==> src/rtl/twowire_pkg.sv <==
package twowire_pkg;
  localparam int unsigned LINE_W = 2;
  localparam int unsigned SCL_BIT = 0;
  localparam int unsigned SDA_BIT = 1;

  typedef struct packed {
    logic set_wr;
    logic clr_wr;
    logic stat_rd;
    logic bad_rd;
    logic bad_wr;
  } acc_t;
endpackage

==> src/rtl/twowire_decode.sv <==
module twowire_decode
  import twowire_pkg::*;
#(
  parameter int unsigned ADDR_W = 12,
  parameter logic [ADDR_W-1:0] SET_OFS = '0,
  parameter logic [ADDR_W-1:0] CLR_OFS = ADDR_W'(4)
) (
  input  logic [ADDR_W-1:0] addr_i,
  input  logic              wr_en_i,
  input  logic              rd_en_i,
  output acc_t              acc_o
);
  logic hit_set, hit_clr;

  assign hit_set = (addr_i == SET_OFS);
  assign hit_clr = (addr_i == CLR_OFS);

  always_comb begin
    acc_o         = '0;
    acc_o.set_wr  = wr_en_i & hit_set;
    acc_o.clr_wr  = wr_en_i & hit_clr;
    acc_o.bad_wr  = wr_en_i & ~hit_set & ~hit_clr;
    acc_o.stat_rd = rd_en_i & hit_set;
    acc_o.bad_rd  = rd_en_i & ~hit_set;
  end
endmodule

==> src/rtl/twowire_out_latch.sv <==
module twowire_out_latch #(
  parameter int unsigned W = 2,
  parameter logic [W-1:0] RST_VAL = '1
) (
  input  logic         clk_i,
  input  logic         rst_ni,
  input  logic         set_i,
  input  logic         clr_i,
  input  logic [W-1:0] mask_i,
  output logic [W-1:0] q_o
);
  always_ff @(posedge clk_i or negedge rst_ni) begin
    if (!rst_ni)    q_o <= RST_VAL;
    else if (set_i) q_o <= q_o | mask_i;
    else if (clr_i) q_o <= q_o & ~mask_i;
  end

  a_r2_set_keeps_ones: assert property (@(posedge clk_i) disable iff (!rst_ni)
    set_i |=> (($past(q_o) & ~q_o) == '0));
  a_r3_clear_drops_masked: assert property (@(posedge clk_i) disable iff (!rst_ni)
    (clr_i && !set_i) |=> ((q_o & $past(mask_i)) == '0));
  a_r8_idle_holds: assert property (@(posedge clk_i) disable iff (!rst_ni)
    (!set_i && !clr_i) |=> $stable(q_o));
endmodule

==> src/rtl/twowire_sync.sv <==
module twowire_sync #(
  parameter int unsigned STAGES = 2,
  parameter logic RST_VAL = 1'b1
) (
  input  logic clk_i,
  input  logic rst_ni,
  input  logic d_i,
  output logic q_o
);
  logic [STAGES-1:0] chain;

  generate
    for (genvar i = 0; i < STAGES; i++) begin : g_stage
      if (i == 0) begin : g_first
        always_ff @(posedge clk_i or negedge rst_ni) begin
          if (!rst_ni) chain[i] <= RST_VAL;
          else         chain[i] <= d_i;
        end
      end else begin : g_next
        always_ff @(posedge clk_i or negedge rst_ni) begin
          if (!rst_ni) chain[i] <= RST_VAL;
          else         chain[i] <= chain[i-1];
        end
      end
    end
  endgenerate

  assign q_o = chain[STAGES-1];

  a_r6_first_stage_samples: assert property (@(posedge clk_i) disable iff (!rst_ni)
    1'b1 |=> (chain[0] == $past(d_i)));
endmodule

==> src/rtl/twowire_bitbang_reg.sv <==
module twowire_bitbang_reg
  import twowire_pkg::*;
#(
  parameter int unsigned ADDR_W = 12,
  parameter int unsigned DATA_W = 32,
  parameter logic [ADDR_W-1:0] SET_OFS = '0,
  parameter logic [ADDR_W-1:0] CLR_OFS = ADDR_W'(4),
  parameter int unsigned SYNC_STAGES = 2
) (
  input  logic              clk_i,
  input  logic              rst_ni,
  input  logic [ADDR_W-1:0] addr_i,
  input  logic              wr_en_i,
  input  logic [DATA_W-1:0] wr_data_i,
  input  logic              rd_en_i,
  output logic [DATA_W-1:0] rd_data_o,
  output logic              err_o,
  output logic              scl_pull_o,
  output logic              sda_pull_o,
  input  logic              sda_i
);
  localparam int unsigned PAD_W = DATA_W - LINE_W;

  acc_t              acc;
  logic [LINE_W-1:0] lines;
  logic              sda_seen;
  logic              unused_wr_hi;

  assign unused_wr_hi = ^wr_data_i[DATA_W-1:LINE_W];

  twowire_decode #(
    .ADDR_W (ADDR_W),
    .SET_OFS(SET_OFS),
    .CLR_OFS(CLR_OFS)
  ) i_decode (
    .addr_i (addr_i),
    .wr_en_i(wr_en_i),
    .rd_en_i(rd_en_i),
    .acc_o  (acc)
  );

  twowire_out_latch #(
    .W      (LINE_W),
    .RST_VAL('1)
  ) i_latch (
    .clk_i (clk_i),
    .rst_ni(rst_ni),
    .set_i (acc.set_wr),
    .clr_i (acc.clr_wr),
    .mask_i(wr_data_i[LINE_W-1:0]),
    .q_o   (lines)
  );

  twowire_sync #(
    .STAGES (SYNC_STAGES),
    .RST_VAL(1'b1)
  ) i_sda_sync (
    .clk_i (clk_i),
    .rst_ni(rst_ni),
    .d_i   (sda_i),
    .q_o   (sda_seen)
  );

  // open-drain: a released line (latch 1) is not pulled
  assign scl_pull_o = ~lines[SCL_BIT];
  assign sda_pull_o = ~lines[SDA_BIT];

  always_ff @(posedge clk_i or negedge rst_ni) begin
    if (!rst_ni) begin
      rd_data_o <= '0;
      err_o     <= 1'b0;
    end else begin
      err_o <= acc.bad_rd | acc.bad_wr;
      if (acc.stat_rd)     rd_data_o <= {{PAD_W{1'b0}}, sda_seen, lines[SCL_BIT]};
      else if (acc.bad_rd) rd_data_o <= '1;
    end
  end

  a_r7_bad_read_ones: assert property (@(posedge clk_i) disable iff (!rst_ni)
    (rd_en_i && addr_i != SET_OFS) |=> (rd_data_o == '1 && err_o));
  a_r5_status_upper_zero: assert property (@(posedge clk_i) disable iff (!rst_ni)
    (rd_en_i && addr_i == SET_OFS) |=> (rd_data_o[DATA_W-1:LINE_W] == '0));
  a_r5_status_clock_bit: assert property (@(posedge clk_i) disable iff (!rst_ni)
    (rd_en_i && !wr_en_i && addr_i == SET_OFS) |=> (rd_data_o[0] == !$past(scl_pull_o)));
  a_r4_clear_pulls_clock: assert property (@(posedge clk_i) disable iff (!rst_ni)
    (wr_en_i && addr_i == CLR_OFS && wr_data_i[0]) |=> scl_pull_o);
  a_r8_bad_write_flags: assert property (@(posedge clk_i) disable iff (!rst_ni)
    (wr_en_i && addr_i != SET_OFS && addr_i != CLR_OFS) |=> (err_o && $stable(scl_pull_o) && $stable(sda_pull_o)));
  a_r9_err_quiet: assert property (@(posedge clk_i) disable iff (!rst_ni)
    (!rd_en_i && !wr_en_i) |=> !err_o);
  a_r10_read_hold: assert property (@(posedge clk_i) disable iff (!rst_ni)
    !rd_en_i |=> $stable(rd_data_o));
endmodule

==> config.mk <==
export PLATFORM = sky130hd
export DESIGN_NAME = twowire_bitbang_reg
export DESIGN_NICKNAME = d
export VERILOG_FILES = /design/src/rtl/twowire_pkg.sv /design/src/rtl/twowire_decode.sv /design/src/rtl/twowire_out_latch.sv /design/src/rtl/twowire_sync.sv /design/src/rtl/twowire_bitbang_reg.sv
export SDC_FILE = /design/constraint.sdc
export NUM_CORES = 1
export LEC_CHECK = 0
export ABC_CLOCK_PERIOD_IN_PS = 1900
export BUFFER_PORTS_ARGS = -buffer_cell sky130_fd_sc_hd__buf_2
export CORE_ASPECT_RATIO = 1.4
export CORE_MARGIN = 3
export CORE_UTILIZATION = 28
export DETAILED_ROUTE_END_ITERATION = 12
export PLACE_DENSITY = 0.86
export REMOVE_ABC_BUFFERS = 1
export SYNTH_ARGS = -nofsm -noshare
export SYNTH_HDL_FRONTEND = slang
export SYNTH_SLANG_ARGS = --single-unit
export TNS_END_PERCENT = 1
==> constraint.sdc <==
create_clock -name clk_i -period 1.9 [get_ports clk_i]
set_clock_uncertainty 0.2 [all_clocks]
set_input_delay 0.38 -clock clk_i [delete_from_list [all_inputs] [get_ports clk_i]]
set_output_delay 0.38 -clock clk_i [all_outputs]
set_load 0.005 [all_outputs]
==> results.toml <==
[critical_path]
r2r_start = "rd_data_o[30]"
critPathKind = "reg2out"
critical_path.top_delay_family = "flip-flops"
start_kind = "flip-flop"
critPathSlowestCell = "dfrtp_1"
cp_slowest_stage_delay_ns = 0.71
crit_buf_inv = 1
crit_chain = "buf_2"
arrival_ns = 1.18
crit_path_end_kind = "output port"
path_max_fanout = 31
startpoint = "rd_data_o[30]"
required_ns = 1.32

[sta]
max_slew_margin_pct = 60.6
fin_crit_sh_pct = 92.6
period_minus_slack_ns = 1.76
setup_viol = 0
worst_pin_slew_ns = 0.591
hold_viol_final = 0
slew_viol_final = 0
fmax_ghz = 0.568
tns_ns = 0
rsz0062_at_grt = "false"

[logic_synthesis]
netlist_top_cells_area = "buf_4 40%, dfstp_2 19%, dfrtp_1 18%, mux2i_1 3.6%, nor2_1 3.4%"
synthesis.area_um2 = 549
synth_flop_cell = "dfstp_2"
seq_area_frac_synth_pct = 37.4
avgSynthCellArea_um2 = 9.15
yosysTopAreaCell = "buf_4"
synth_cell_types = 15
ys_seq_elements = 8
synth_edf_count = 0
synthCells = 60
yosysMostFrequentCell = "buf_4"
async_flop_share_pct = 100
synth_top_cell_area_share_pct = 39.6
yosys_warnings = 0
synthTopCellsByCount = "29 x buf_4, 5 x nor2_1, 4 x dfrtp_1, 4 x dfstp_2, 3 x inv_1"

[cts]
cts_root_buffer = "clkbuf_4"
cts_tree = "built"
clkTransAtPathRegs_ns = 0.05
h-tree-depth = 1
cts_buffers = 3
clock_latency_ns = 0.24
cts_buffer_depth = 2
clock-sinks = 8

[die]
num_rows = 18
fp.dieArea_um2 = 2540
chipWidth_um = 43.4
io-pin-count = 84
floorplan.initialDensity_pct = 30.5
dieHeight_um = 58.4
floorplan.core_area_um2 = 1800

[hold_path]
worstHoldPathType = "in2reg"
hold_start = "sda_i"

[routing]
num_vias = 474
totalWireLength_um = 1100
drc = 0
drt_pre_antenna_iters = 1
ant_nets = 0
drt_iter0_drc = 0
wl_per_cell_um = 10.2
viasPerCell = 4.39

[power_and_ir_drop]
p_sw_share_pct = 24.3
power.density_nw_per_um2 = 595
p_leak_nw = 0.363
pwr-share-clk_pct = 31.3
ir_drop_mv = 0.306
p_seq_share_pct = 47.8
power.switching_uw = 94.6
internal_power_uw = 295
comb_power_share_pct = 20.9

[placed_design]
place_congestion = 0.769
port_buffers = 53
hpwl_um = 984
post-place-cells = 104

[finish]
drive_gt1_share_pct = 69.3
syn2layout_area_growth_pct = 19.1
final_cells = 108
fill_cells = 182
antenna_cells = 0
nets = 139

[grt]
grt-ovfl-total = 0
antenna_found_initial = 0
grt_start_max_net_pins = 32
grt_pass1_vias = 416
grt_pass1_wl_um = 1710
grtUsageTotal_pct = 9.10

[outcome]
status = "finished, final reports clean"

[run]
max-cap-violations = 0
## routing by layer
| layer | vias to the layer above | share of wire, % | wire [um] | GRT usage [%] |
|---|---|---|---|---|
| met3 | 2 | 23 | 258 | 3.36 |
| met5 | - | 0 | 0 | 0 |
| met1 | 195 | 33 | 360 | 9.09 |
| met2 | 54 | 43 | 472 | 15.9 |
| li1 | 223 | - | - | - |
| met4 | 0 | 0.91 | 10 | 5.17 |
## final cells by class
type | count | area (um^2) | area share (%)
Timing Repair Buffer | 54 | 275 | 42.1
Inverter | 3 | 11.3 | 1.72
Tap cell | 20 | 25.0 | 3.82
Sequential cell | 8 | 205 | 31.4
Multi-Input combinational cell | 20 | 115 | 17.6
Clock buffer | 3 | 22.5 | 3.44
## repair_timing
item / in CTS / in global routing
hold endpoints to repair: 8 / 0
setup buffers: 0 / 0
gates resized for setup: 0 / 0
hold buffers: 1 / 0
## metrics by stage
step	hold WS, ns	setup WS [ns]	cell area (um^2)	power [mW]	util [%]
floorplan	-0.116	0.125	332	0.203	-
global placement	0.0232	0.230	622	0.268	34.5
detailed placement	0.0287	0.134	622	0.270	34.5
CTS	0.0235	0.102	654	0.397	36.3
global route	0.0180	0.0192	654	0.417	36.3
finish	0.0310	0.140	654	0.389	36.3
## layout by cell type, fill, tap and decap left out, drive strengths merged, types with 2 or more instances in the layout
cell    Yosys  routed
dfstp       4       4
dfrtp       4       4
mux2i       2       2
o21ai       2       2
inv         3       3
clkbuf      0       3
nor2        5       5
nor3        2       2
nand3       2       2
buf        29      53
nand2       2       2
## power groups by stage
stage          registers (mW)  clock network, mW  logic, mW
2_1_floorplan           0.198                  0    0.00558
3_3_place_gp            0.188                  0     0.0798
3_5_place_dp            0.189                  0     0.0812
4_1_cts                 0.186              0.128     0.0829
5_1_grt                 0.188              0.139     0.0906
6_report                0.186              0.122     0.0815
## final timing paths
path | slack, ns | depth (start not counted) | to
min in group asynchronous | 0.32 | 2 | rd_data_o[0]
worst max register to register | 0.66 | 2 | rd_data_o[30]
worst max-delay path | 0.14 | 1 | rd_data_o[7]
max in group asynchronous | 0.94 | 2 | async pin
worst min-delay path | 0.03 | 1 | i_sda_sync.chain[0]
worst min register to register | 0.16 | 0 | i_sda_sync.q_o
## cell families (layout without fill, tap and decap cells)
kind of cell           after synthesis  after routing  synth area share (%)
muxes                                2              2                  3.64
buffers and inverters               32             60                  41.7
DFF                                  8              8                  37.4
and+or+nand+nor                     14             14                  13.4
AOI/OAI and AO/OA                    4              4                  3.87
Note: power is estimated with default switching activity, not from simulation.
